==> config.mk <==
export PLATFORM = sky130hd
export DESIGN_NAME = dmach_top
export DESIGN_NICKNAME = d
export VERILOG_FILES = /design/src/rtl/dmach_pkg.sv /design/src/rtl/dmach_regs.sv /design/src/rtl/dmach_addr_step.sv /design/src/rtl/dmach_engine.sv /design/src/rtl/dmach_top.sv
export SDC_FILE = /design/constraint.sdc
export NUM_CORES = 1
export LEC_CHECK = 0
export ABC_AREA = 1
export ABC_CLOCK_PERIOD_IN_PS = 4800
export BUFFER_PORTS_ARGS = -buffer_cell sky130_fd_sc_hd__clkbuf_2
export CAP_MARGIN = 20
export CORE_MARGIN = 2
export CORE_UTILIZATION = 37
export DETAILED_ROUTE_END_ITERATION = 16
export REMOVE_ABC_BUFFERS = 1
export SLEW_MARGIN = 20
export SYNTH_ARGS = -nofsm -noshare
export SYNTH_HDL_FRONTEND = slang
export SYNTH_SLANG_ARGS = --single-unit
==> constraint.sdc <==
create_clock -name clk -period 4.8 [get_ports clk]
set_input_delay 0.72 -clock clk [delete_from_list [all_inputs] [get_ports clk]]
set_output_delay 0.72 -clock clk [all_outputs]
set_load 0.05 [all_outputs]
==> src/rtl/dmach_pkg.sv <==
`timescale 1ns/1ps
package dmach_pkg;
  localparam int REG_CTRL = 0;
  localparam int REG_SRC  = 1;
  localparam int REG_DST  = 2;
  localparam int REG_SIZE = 3;
  localparam int REG_ATTR = 4;
  localparam int REG_ERR  = 5;
  localparam int NUM_REGS = 6;

  localparam int CTRL_GO_BIT     = 0;
  localparam int CTRL_REINIT_BIT = 1;
  localparam int ERR_W           = 3;

  typedef enum logic [1:0] {
    ENG_IDLE = 2'd0,
    ENG_RD   = 2'd1,
    ENG_WR   = 2'd2
  } eng_state_e;

  // field order matches the error register bits (msb first)
  typedef struct packed {
    logic size0;
    logic port_b;
    logic port_a;
  } err_ev_t;
endpackage

==> src/rtl/dmach_regs.sv <==
`timescale 1ns/1ps
module dmach_regs
  import dmach_pkg::*;
#(
  parameter int DATA_W = 32,
  parameter int ADDR_W = 32,
  parameter int SIZE_W = 16,
  parameter int RA_W   = 3
) (
  input  logic                 clk,
  input  logic                 rst,
  input  logic                 reg_wr_en,
  input  logic [RA_W-1:0]      reg_addr,
  input  logic [DATA_W-1:0]    reg_wdata,
  input  logic                 active,
  input  logic                 frozen,
  input  err_ev_t              ev,
  output logic [DATA_W-1:0]    reg_rdata,
  output logic [ADDR_W-1:0]    src_q,
  output logic [ADDR_W-1:0]    dst_q,
  output logic [SIZE_W-3:0]    size_words,
  output logic                 fix_src_q,
  output logic                 fix_dst_q,
  output logic                 go,
  output logic                 reinit,
  output logic [ERR_W-1:0]     err_q
);
  localparam int LSB = 2;

  logic [NUM_REGS-1:0] wr_sel;
  logic [SIZE_W-1:0]   size_q;
  logic [DATA_W-1:0]   rd_next;
  logic [ERR_W-1:0]    ev_bits;
  logic [ERR_W-1:0]    w1c;

  generate
    for (genvar i = 0; i < NUM_REGS; i++) begin : g_dec
      assign wr_sel[i] = reg_wr_en && (reg_addr == RA_W'(i));
    end
  endgenerate

  assign go         = wr_sel[REG_CTRL] && reg_wdata[CTRL_GO_BIT];
  assign reinit     = wr_sel[REG_CTRL] && reg_wdata[CTRL_REINIT_BIT];
  assign size_words = size_q[SIZE_W-1:LSB];
  assign ev_bits    = {ev.size0, ev.port_b, ev.port_a};
  assign w1c        = wr_sel[REG_ERR] ? reg_wdata[ERR_W-1:0] : '0;

  always_ff @(posedge clk) begin
    if (rst) begin
      src_q     <= '0;
      dst_q     <= '0;
      size_q    <= '0;
      fix_src_q <= 1'b0;
      fix_dst_q <= 1'b0;
      err_q     <= '0;
    end else begin
      if (wr_sel[REG_SRC])  src_q  <= reg_wdata[ADDR_W-1:0];
      if (wr_sel[REG_DST])  dst_q  <= reg_wdata[ADDR_W-1:0];
      if (wr_sel[REG_SIZE]) size_q <= reg_wdata[SIZE_W-1:0];
      if (wr_sel[REG_ATTR]) begin
        fix_src_q <= reg_wdata[0];
        fix_dst_q <= reg_wdata[1];
      end
      // a new event wins over a clear in the same cycle
      err_q <= (err_q & ~w1c) | ev_bits;
    end
  end

  always_comb begin
    rd_next = '0;
    case (reg_addr)
      RA_W'(REG_CTRL): rd_next[1:0]         = {frozen, active};
      RA_W'(REG_SRC):  rd_next[ADDR_W-1:0]  = src_q;
      RA_W'(REG_DST):  rd_next[ADDR_W-1:0]  = dst_q;
      RA_W'(REG_SIZE): rd_next[SIZE_W-1:0]  = size_q;
      RA_W'(REG_ATTR): rd_next[1:0]         = {fix_dst_q, fix_src_q};
      RA_W'(REG_ERR):  rd_next[ERR_W-1:0]   = err_q;
      default:         rd_next              = '0;
    endcase
  end

  always_ff @(posedge clk) begin
    if (rst) reg_rdata <= '0;
    else     reg_rdata <= rd_next;
  end
endmodule

==> src/rtl/dmach_addr_step.sv <==
`timescale 1ns/1ps
module dmach_addr_step #(
  parameter int ADDR_W = 32,
  parameter int STEP   = 4
) (
  input  logic              clk,
  input  logic              rst,
  input  logic              load,
  input  logic [ADDR_W-1:0] base,
  input  logic              fixed_in,
  input  logic              advance,
  output logic [ADDR_W-1:0] addr_q
);
  logic fixed_q;

  always_ff @(posedge clk) begin
    if (rst) begin
      addr_q  <= '0;
      fixed_q <= 1'b0;
    end else if (load) begin
      addr_q  <= base;
      fixed_q <= fixed_in;
    end else if (advance && !fixed_q) begin
      addr_q  <= addr_q + ADDR_W'(STEP);
    end
  end
endmodule

==> src/rtl/dmach_engine.sv <==
`timescale 1ns/1ps
module dmach_engine
  import dmach_pkg::*;
#(
  parameter int DATA_W = 32,
  parameter int CNT_W  = 14
) (
  input  logic              clk,
  input  logic              rst,
  input  logic              go,
  input  logic              reinit,
  input  logic [CNT_W-1:0]  words,
  input  logic              a_ready,
  input  logic [DATA_W-1:0] a_rdata,
  input  logic              a_err,
  input  logic              b_ready,
  input  logic              b_err,
  output logic              a_valid,
  output logic              b_valid,
  output logic [DATA_W-1:0] b_wdata,
  output logic              load,
  output logic              advance,
  output logic              active,
  output logic              frozen,
  output err_ev_t           ev
);
  eng_state_e        state_q;
  logic [CNT_W-1:0]  cnt_q;
  logic [DATA_W-1:0] data_q;
  logic              start_ok;
  logic              zero_len;
  logic              last_beat;

  assign zero_len  = (words == '0);
  assign start_ok  = go && !reinit && !frozen && (state_q == ENG_IDLE);
  assign last_beat = (cnt_q == CNT_W'(1));
  assign load      = start_ok && !zero_len;
  assign advance   = (state_q == ENG_WR) && b_ready && !b_err && !reinit;
  assign b_wdata   = data_q;

  always_comb begin
    ev.size0  = start_ok && zero_len;
    ev.port_a = (state_q == ENG_RD) && a_ready && a_err && !reinit;
    ev.port_b = (state_q == ENG_WR) && b_ready && b_err && !reinit;
  end

  always_ff @(posedge clk) begin
    if (rst) begin
      state_q <= ENG_IDLE;
      a_valid <= 1'b0;
      b_valid <= 1'b0;
      active  <= 1'b0;
      frozen  <= 1'b0;
      cnt_q   <= '0;
      data_q  <= '0;
    end else if (reinit) begin
      state_q <= ENG_IDLE;
      a_valid <= 1'b0;
      b_valid <= 1'b0;
      active  <= 1'b0;
      frozen  <= 1'b0;
    end else begin
      unique case (state_q)
        ENG_IDLE: begin
          if (start_ok) begin
            active <= 1'b1;
            if (!zero_len) begin
              cnt_q   <= words;
              a_valid <= 1'b1;
              state_q <= ENG_RD;
            end
          end
        end
        ENG_RD: begin
          if (a_ready) begin
            a_valid <= 1'b0;
            if (a_err) begin
              frozen  <= 1'b1;
              state_q <= ENG_IDLE;
            end else begin
              data_q  <= a_rdata;
              b_valid <= 1'b1;
              state_q <= ENG_WR;
            end
          end
        end
        ENG_WR: begin
          if (b_ready) begin
            b_valid <= 1'b0;
            if (b_err) begin
              frozen  <= 1'b1;
              state_q <= ENG_IDLE;
            end else if (last_beat) begin
              active  <= 1'b0;
              state_q <= ENG_IDLE;
            end else begin
              cnt_q   <= cnt_q - CNT_W'(1);
              a_valid <= 1'b1;
              state_q <= ENG_RD;
            end
          end
        end
        default: state_q <= ENG_IDLE;
      endcase
    end
  end
endmodule

==> src/rtl/dmach_top.sv <==
`timescale 1ns/1ps
module dmach_top
  import dmach_pkg::*;
#(
  parameter int DATA_W = 32,
  parameter int ADDR_W = 32,
  parameter int SIZE_W = 16,
  parameter int RA_W   = 3
) (
  input  logic              clk,
  input  logic              rst,
  input  logic              reg_wr_en,
  input  logic [RA_W-1:0]   reg_addr,
  input  logic [DATA_W-1:0] reg_wdata,
  output logic [DATA_W-1:0] reg_rdata,
  output logic              a_valid,
  output logic [ADDR_W-1:0] a_addr,
  input  logic              a_ready,
  input  logic [DATA_W-1:0] a_rdata,
  input  logic              a_err,
  output logic              b_valid,
  output logic [ADDR_W-1:0] b_addr,
  output logic [DATA_W-1:0] b_wdata,
  input  logic              b_ready,
  input  logic              b_err,
  output logic              active_o,
  output logic              frozen_o,
  output logic [2:0]        err_o
);
  localparam int STEP  = DATA_W / 8;
  localparam int CNT_W = SIZE_W - 2;

  logic [ADDR_W-1:0] src_q, dst_q;
  logic [CNT_W-1:0]  size_words;
  logic              fix_src_q, fix_dst_q;
  logic              go, reinit, load, advance;
  logic [ERR_W-1:0]  err_q;
  err_ev_t           ev;

  logic [ADDR_W-1:0] side_base [2];
  logic [ADDR_W-1:0] side_addr [2];
  logic              side_fix  [2];

  dmach_regs #(
    .DATA_W(DATA_W), .ADDR_W(ADDR_W), .SIZE_W(SIZE_W), .RA_W(RA_W)
  ) u_regs (
    .clk(clk), .rst(rst), .reg_wr_en(reg_wr_en), .reg_addr(reg_addr),
    .reg_wdata(reg_wdata), .active(active_o), .frozen(frozen_o), .ev(ev),
    .reg_rdata(reg_rdata), .src_q(src_q), .dst_q(dst_q),
    .size_words(size_words), .fix_src_q(fix_src_q), .fix_dst_q(fix_dst_q),
    .go(go), .reinit(reinit), .err_q(err_q)
  );

  dmach_engine #(
    .DATA_W(DATA_W), .CNT_W(CNT_W)
  ) u_engine (
    .clk(clk), .rst(rst), .go(go), .reinit(reinit), .words(size_words),
    .a_ready(a_ready), .a_rdata(a_rdata), .a_err(a_err),
    .b_ready(b_ready), .b_err(b_err),
    .a_valid(a_valid), .b_valid(b_valid), .b_wdata(b_wdata),
    .load(load), .advance(advance), .active(active_o), .frozen(frozen_o),
    .ev(ev)
  );

  assign side_base[0] = src_q;
  assign side_base[1] = dst_q;
  assign side_fix[0]  = fix_src_q;
  assign side_fix[1]  = fix_dst_q;

  generate
    for (genvar s = 0; s < 2; s++) begin : g_side
      dmach_addr_step #(
        .ADDR_W(ADDR_W), .STEP(STEP)
      ) u_step (
        .clk(clk), .rst(rst), .load(load), .base(side_base[s]),
        .fixed_in(side_fix[s]), .advance(advance), .addr_q(side_addr[s])
      );
    end
  endgenerate

  assign a_addr = side_addr[0];
  assign b_addr = side_addr[1];
  assign err_o  = err_q;
endmodule

==> impl_metrics.tcl, run 1 <==
set metrics [dict create \
    timing.critical_path.cells "nor2_1, nand2_1, nor2_1, nand2_1, nand2_2, nand2_2, inv_2, nand2_1, a21oi_1" \
    grt_max_degree 89 \
    total_design_power_mw 4.51 \
    min_delay_path_depth 3 \
    finalCriticalPeriod_ns 3.02 \
    place.port_buffers 208 \
    post_cts_setup_buffers 0 \
    cts-root-to-sink-buffers 3 \
    cp_common_cell "sky130_fd_sc_hd__nand2_1" \
    critical_path_peak_fanout 46 \
    rsz0062_at_grt "false" \
    worst_setup_hold_path_clk_slew_ns 0.06 \
    clk_root_buffer_cell "sky130_fd_sc_hd__clkbuf_16" \
    final.fill_count 3258 \
    clock-skew-final_ns 0.0135 \
    floorplan.rows 64 \
    layout_cells_sized_above_1_pct 14.6 \
    critical-path-top-delay-family "simple AND/OR/NAND/NOR gates" \
    grt_overflow_total 0 \
    vias_in_the_first_global_route 10900 \
    run_status "finished, final reports clean" \
    cp.buffers_inverters 1 \
    die_area_um2 32700 \
    htree_levels 1 \
    critPathCaptureType "register" \
    worst_path_largest_cell_delay_ns 0.54 \
    timing.rr.start "u_regs.size_q[11]" \
    holdCritStartpoint "a_rdata[7]" \
    preCtsSetupSlack_ns 1.47 \
    commonest_non_fill_non_tap_cells_in_the_layout "sky130_fd_sc_hd__nand2_1 (443), sky130_fd_sc_hd__nor2_1 (311), sky130_fd_sc_hd__dfxtp_1 (235)" \
    timing.hold.ws_ns 0.429 \
    total_cell_area_at_the_placement_stage_um2 12800 \
    power.sequential.fraction_pct 44.9 \
    fin_ws_ns 1.78 \
    floorplan.io_pins 209 \
    synth.lib_cells_used.distinct 34 \
    drt_iter0_drc 946 \
    drt-total-wl_um 37500 \
    antenna_found_initial 1 \
    internal-power_mw 3.38 \
    r2r.worst_path.cells 9 \
    synth_sequential_area_ratio_pct 40.7 \
    cts-hold-fix-buffers 0 \
    footprint_of_the_multi_input_gates_um2 5770 \
    post_synthesis_sequential_element_count 235 \
    detail_route.first_pass.iterations 6 \
    grt_first_pass_wirelength_um 59500 \
    cts.sink_count 235 \
    place_congestion 0.882 \
    count_of_final_hold_check_violations 0 \
    layout_commonest_cell "sky130_fd_sc_hd__nand2_1" \
    p_per_area_nw_per_um2 329 \
    cts_tree "built" \
    timing.critical_path.arrival_ns 3.48 \
    gr-usage-all-layers_pct 22.2 \
    syn_avg_cell_area_um2 6.47 \
    worstMarginPinSlew_ns 1.00 \
    detailed_place_hpwl_um 26700 \
    insertion_delay_ns 0.54 \
    cap_viol_max_count 0 \
    switchingPower_mw 1.13 \
    timing.final.max_slew_violations 0 \
    worst_setup_path_start_kind "register" \
    achievable-frequency_ghz 0.331 \
    area.sequential_um2 4700 \
    netlist_instances 1789 \
    ir_worst_vdd_mv 0.236 \
    min-delay-path-class "in -> reg" \
    ff2ff_setup_slack_ns 1.78 \
    route.detailed.wl_per_inst_um 15.8 \
    detail_route.vias_per_cell 5.08 \
    setup_viol_count_final 0 \
    power.switching_fraction_pct 25.0 \
    nNetsFinal 2029 \
    die_x_um 181 \
    power_leakage_nw 5.70 \
    synthToLayoutAreaGrowth_pct 18.4 \
    timing.rr.end "g_side[0].u_step.addr_q[31]" \
    max_slew_margin_pct 33.0 \
    vias 12000 \
    synthesis.area_um2 11600 \
    worstSetupPathType "reg -> reg" \
    ys_warn_count 0 \
    max_stage_delay_cell_worst_path "sky130_fd_sc_hd__nand2_1" \
    dieHeight_um 181 \
    detail_route.drc_violations 0 \
    power_frac_comb_pct 7.8 \
    critPathRequiredTime_ns 5.26 \
    setup-tns-final_ns 0 \
    cts-buffers-inserted 27 \
    clock_group_share_of_total_power_pct 47.3 \
    floorplan.initialDensity_pct 37.7 \
    post_route_ant_nets 0 \
    period_share_pct 62.9 \
    final_cell_area_um2 13700 \
    placeable_core_region_um2 30700 \
    post_cts_resize_count 0 \
    min_to "u_engine.b_wdata[7]" \
]
power by group through the flow:
| stage | clock network, mW | logic [mW] | registers (mW) |
|---|---|---|---|
| 3_3_place_gp | 0 | 0.345 | 2.06 |
| 2_1_floorplan | 0 | 0.183 | 2.09 |
| 4_1_cts | 2.18 | 0.350 | 2.02 |
| 5_1_grt | 2.26 | 0.392 | 2.03 |
| 6_report | 2.13 | 0.352 | 2.02 |
| 3_5_place_dp | 0 | 0.349 | 2.06 |
layout make-up:
cell class / count / share of cell area [%]
diodes: 1 / 0.0183
clock buffers: 39 / 5.99
flip-flops and latches: 235 / 34.4
multi-input cells: 1286 / 42.1
clock inverters: 9 / 0.767
inverters: 185 / 5.09
well taps: 396 / 3.62
repair buffers: 216 / 8.04
per-layer routing:
metal / track usage (%) / share of wire [%]
met2: 35.5 / 45
met5: 0 / 0
met1: 30.8 / 46
met3: 3.65 / 6.9
met4: 6.29 / 2.6
kinds of logic after synthesis:
kind of cell,Yosys count,synth area share (%)
buf+inv,268,9.45
fa+ha+maj,4,0.433
compound gates,338,15.1
xor+xnor,22,1.67
flops,235,40.7
simple gates,922,32.7
Yosys cell counts:
cell type,number,share of area (%)
sky130_fd_sc_hd__a21boi_0,1,0.065
sky130_fd_sc_hd__a21oi_1,131,5.7
sky130_fd_sc_hd__a22oi_1,1,0.065
sky130_fd_sc_hd__a31oi_1,2,0.11
sky130_fd_sc_hd__buf_1,2,0.065
sky130_fd_sc_hd__buf_2,22,0.95
sky130_fd_sc_hd__buf_4,6,0.39
sky130_fd_sc_hd__buf_6,5,0.49
sky130_fd_sc_hd__clkbuf_1,48,1.6
sky130_fd_sc_hd__clkinv_1,1,0.032
sky130_fd_sc_hd__dfxtp_1,235,41
sky130_fd_sc_hd__ha_1,4,0.43
sky130_fd_sc_hd__inv_1,177,5.7
sky130_fd_sc_hd__inv_2,7,0.23
sky130_fd_sc_hd__nand2_1,443,14
sky130_fd_sc_hd__nand2_2,4,0.22
sky130_fd_sc_hd__nand3_1,126,5.5
sky130_fd_sc_hd__nand3_2,2,0.17
sky130_fd_sc_hd__nand3b_1,15,0.97
sky130_fd_sc_hd__nand4_1,7,0.38
sky130_fd_sc_hd__nand4_2,1,0.11
sky130_fd_sc_hd__nor2_1,311,10
sky130_fd_sc_hd__nor2_2,3,0.16
sky130_fd_sc_hd__nor2_4,4,0.39
sky130_fd_sc_hd__nor3_1,3,0.13
sky130_fd_sc_hd__nor3_4,1,0.14
sky130_fd_sc_hd__o211ai_1,4,0.26
sky130_fd_sc_hd__o21ai_0,167,7.2
sky130_fd_sc_hd__o21ai_1,20,0.87
sky130_fd_sc_hd__o221ai_1,8,0.61
sky130_fd_sc_hd__o22ai_1,4,0.22
sky130_fd_sc_hd__or2_2,2,0.11
sky130_fd_sc_hd__xnor2_1,11,0.83
sky130_fd_sc_hd__xor2_1,11,0.83
per-stage QoR:
step | util, % | std cells
5_1_grt | 44.6 | 2366
3_3_place_gp | 41.6 | 2318
4_1_cts | 44.6 | 2366
2_1_floorplan | - | 1706
6_report | 44.7 | 2367
3_5_place_dp | 41.6 | 2318
worst max path at each step:
| stage | from | slack, ns | end | depth (start not counted) |
|---|---|---|---|---|
| floorplan | reg_addr[0] | 1.47 | g_side[1].u_step.addr_q[3] | 8 |
| global placement | reg_addr[0] | 1.49 | u_engine.b_wdata[12] | 7 |
| detailed placement | reg_addr[0] | 1.47 | u_engine.b_wdata[14] | 7 |
| CTS | u_regs.size_q[11] | 1.75 | g_side[0].u_step.addr_q[31] | 9 |
| global route | u_regs.size_q[9] | 1.29 | g_side[0].u_step.addr_q[26] | 9 |
| finish | u_regs.size_q[11] | 1.78 | g_side[0].u_step.addr_q[31] | 9 |
worst register-to-register path, cell delays in order (launching register included):
cell and delay [ns]:
sky130_fd_sc_hd__dfxtp_1 0.33, sky130_fd_sc_hd__nor2_1 0.11, sky130_fd_sc_hd__nand2_1 0.06, sky130_fd_sc_hd__nor2_1 0.23
sky130_fd_sc_hd__nand2_1 0.54, sky130_fd_sc_hd__nand2_2 0.39, sky130_fd_sc_hd__nand2_2 0.53, sky130_fd_sc_hd__inv_2 0.50
sky130_fd_sc_hd__nand2_1 0.09, sky130_fd_sc_hd__a21oi_1 0.15
sequential cells by signal, summed over array words and instances, names as in the netlist, 2 cells and up:
signal / cells
u_regs.src_q: 32
u_regs.reg_rdata: 32
g_side.u_step.fixed_q: 2
u_regs.size_q: 16
u_engine.state_q: 2
u_regs.err_q: 3
u_regs.dst_q: 32
u_engine.cnt_q: 14
u_engine.b_wdata: 32
g_side.u_step.addr_q: 64
Note: power is estimated with default switching activity, not from simulation.
==> run 2, diff against run 1 <==
--- a/config.mk
+++ b/config.mk
@@ -5,8 +5,8 @@
 export SDC_FILE = /design/constraint.sdc
 export NUM_CORES = 1
 export LEC_CHECK = 0
-export ABC_AREA = 1
-export ABC_CLOCK_PERIOD_IN_PS = 4800
+export ABC_AREA = 0
+export ABC_CLOCK_PERIOD_IN_PS = 2600
 export BUFFER_PORTS_ARGS = -buffer_cell sky130_fd_sc_hd__clkbuf_2
 export CAP_MARGIN = 20
 export CORE_MARGIN = 2
==> constraint.sdc (replaced) <==
create_clock -name clk -period 2.6 [get_ports clk]
set_input_delay 0.39 -clock clk [delete_from_list [all_inputs] [get_ports clk]]
set_output_delay 0.39 -clock clk [all_outputs]
set_load 0.05 [all_outputs]
==> run 2 against run 1 <==
Against the previous run:
- non-clock buffer count increased by 39
- sequential power is 82% higher
- critical path type unchanged
- utilization is 1.6 points higher
- total power increased by 72%
- area after synthesis fell by 9.6%
- combinational power grew 14%
- via count down 18%
==> impl_metrics.tcl, run 2 <==
set metrics [dict create \
    largest-register "g_side.u_step.addr_q" \
    floorplan.rows 61 \
    synthesis.area_um2 10500 \
    htree_levels 1 \
    floorplan.initialDensity_pct 37.6 \
    post_cts_setup_buffers 0 \
    worstMarginPinSlew_ns 0.611 \
    layout_cells_sized_above_1_pct 24.0 \
    worst_path_largest_cell_delay_ns 0.85 \
    antenna_found_initial 0 \
    most_instantiated_flip_flop_cell_in_the_synthesis_netlist "sky130_fd_sc_hd__dfxtp_1" \
    synth-edff-count 0 \
    floorplan.io_pins 209 \
    grt_first_pass_wirelength_um 50800 \
    synth.top_cells.by_area "sky130_fd_sc_hd__dfxtp_1 (45%), sky130_fd_sc_hd__nand2_1 (9.5%), sky130_fd_sc_hd__a21oi_1 (7.1%)" \
    commonest_non_fill_non_tap_cells_in_the_layout "sky130_fd_sc_hd__nand2_1 (265), sky130_fd_sc_hd__dfxtp_1 (235), sky130_fd_sc_hd__clkbuf_2 (207)" \
    max_stage_delay_cell_worst_path "sky130_fd_sc_hd__or4_1" \
    place.port_buffers 208 \
    rsz0062_at_grt "false" \
    max_slew_margin_pct 58.7 \
    period_share_pct 89.4 \
    cts-buffers-inserted 27 \
    power_leakage_nw 4.91 \
    final_cell_count_no_fill 1854 \
    critPathCaptureType "register" \
    worstSetupPathType "reg -> reg" \
    run_status "finished, final reports clean" \
    grt_max_degree 83 \
    total_design_power_mw 7.75 \
    count_of_final_hold_check_violations 0 \
    timing.critical_path.arrival_ns 2.78 \
    detail_route.drc_violations 0 \
    final.fill_count 2831 \
    clk_root_buffer_cell "sky130_fd_sc_hd__clkbuf_16" \
    finalCriticalPeriod_ns 2.33 \
    detailed_place_hpwl_um 23000 \
    cp.buffers_inverters 0 \
    achievable-frequency_ghz 0.430 \
    ys_warn_count 0 \
    async_set_reset_flop_share_out_of_synthesis_pct 0 \
    vias 9892 \
    cts-root-to-sink-buffers 3 \
    netlist_instances 1269 \
    detail_route.first_pass.iterations 5 \
    route.detailed.wl_per_inst_um 17.8 \
    die_x_um 172 \
    ir_worst_vdd_mv 0.420 \
    worst_setup_hold_path_clk_slew_ns 0.06 \
    cap_viol_max_count 0 \
    vias_in_the_first_global_route 9109 \
    grt_overflow_total 0 \
    footprint_of_the_multi_input_gates_um2 5340 \
    synth_sequential_area_ratio_pct 45.0 \
    critPathRequiredTime_ns 3.05 \
    placeable_core_region_um2 27800 \
    synthToLayoutAreaGrowth_pct 22.9 \
    critical_path_peak_fanout 10 \
    post_synthesis_sequential_element_count 235 \
    synth_common_cells "sky130_fd_sc_hd__nand2_1 (265), sky130_fd_sc_hd__dfxtp_1 (235), sky130_fd_sc_hd__a21oi_1 (149), sky130_fd_sc_hd__nor2_1 (119), sky130_fd_sc_hd__clkbuf_1 (68)" \
    syn_avg_cell_area_um2 8.24 \
    post_cts_resize_count 0 \
    largest_register_ffs 64 \
    preCtsSetupSlack_ns 0.286 \
    place_congestion 0.868 \
    timing.final.max_slew_violations 0 \
    clock-skew-final_ns 0.00890 \
    gr-usage-all-layers_pct 21.7 \
    critical-path-top-delay-family "simple AND/OR/NAND/NOR gates" \
    cts_tree "built" \
    fin_ws_ns 0.275 \
    most_common_cell_in_the_synthesized_netlist "sky130_fd_sc_hd__nand2_1" \
    total_inserted_antenna_cells 0 \
    drt-total-wl_um 33000 \
    detail_route.vias_per_cell 5.34 \
    min-delay-path-class "in -> reg" \
    timing.critical_path.cells "nand4_2, or4_1, nor4_2, xnor2_1, a211oi_2" \
    cts-hold-fix-buffers 0 \
    setup_viol_count_final 0 \
    cts.sink_count 235 \
    post-place-cells 1807 \
    worst_setup_path_start_kind "register" \
    nNetsFinal 1536 \
    die_area_um2 29600 \
    drt_iter0_drc 750 \
    synth.lib_cells_used.distinct 66 \
    layout_commonest_cell "sky130_fd_sc_hd__nand2_1" \
    post_synth_top_area_cell "sky130_fd_sc_hd__dfxtp_1" \
    insertion_delay_ns 0.54 \
    post_route_ant_nets 0 \
    area.sequential_um2 4700 \
    synth.top_cell.area_share_pct 45.0 \
    dieHeight_um 172 \
    p_per_area_nw_per_um2 603 \
]
==> run 2: cell count changes after synthesis, sizes merged, moves of 20 or more <==
cell	delta
nand2	-182
clkbuf	+20
nor2	-199
inv	-173
a22oi	+33
xor2	+22
a211oi	+60
nand3	-95
nand4	+24
o21ai	-172
==> run 2: path summary, 6_finish.rpt <==
kind	start	endpoint	slack (ns)	cells after the start
worst max-delay path	g_side[1].u_step.addr_q[10]	g_side[1].u_step.addr_q[29]	0.27	5
worst min-delay path	a_rdata[7]	u_engine.b_wdata[7]	0.07	3
worst max register to register	g_side[1].u_step.addr_q[10]	g_side[1].u_step.addr_q[29]	0.27	5
worst min register to register	u_engine.b_wdata[29]	u_engine.b_wdata[29]	0.45	2
==> run 2: routing by layer <==
| layer | track usage [%] | share of wire, % | up-vias | wire, um |
|---|---|---|---|---|
| li1 | - | - | 4819 | - |
| met1 | 30.0 | 46 | 4689 | 15200 |
| met2 | 34.5 | 44 | 336 | 14600 |
| met3 | 4.19 | 7.4 | 48 | 2440 |
| met4 | 6.36 | 2.6 | 0 | 866 |
| met5 | 0 | 0 | - | 0 |
==> run 2: kinds of logic after synthesis <==
logic type      synth area share [%]
compound gates                  18.4
buf+inv                         4.08
xor+xnor                        4.69
flops                           45.0
simple gates                    25.1
mux                             2.31
fa+ha+maj                      0.479
==> run 2: worst min-delay path, stage by stage <==
cell and delay (ns):
sky130_fd_sc_hd__clkbuf_2 0.08, sky130_fd_sc_hd__nand2_1 0.04, sky130_fd_sc_hd__a21oi_1 0.05
==> run 2: layout make-up <==
class	count	area share [%]
multi-input cells	928	41.5
flip-flops and latches	235	36.6
inverters	11	0.321
repair buffers	255	11.3
well taps	378	3.68
clock buffers	39	6.07
clock inverters	8	0.535
==> run 2: report_power, final <==
part	switching (mW)	internal (mW)
logic	0.274	0.128
registers	0.0407	3.64
clock network	1.50	2.16
total	1.82	5.93
==> run 2: per-stage QoR <==
step	util [%]	TNS, ns	hold WS (ns)	cell area [um2]
global placement	43.2	0	0.442	12000
CTS	46.3	0	0.0492	12900
floorplan	-	-41.40	0.427	10100
finish	46.3	0	0.0708	12900
detailed placement	43.2	0	0.446	12000
global route	46.3	0	0.0663	12900
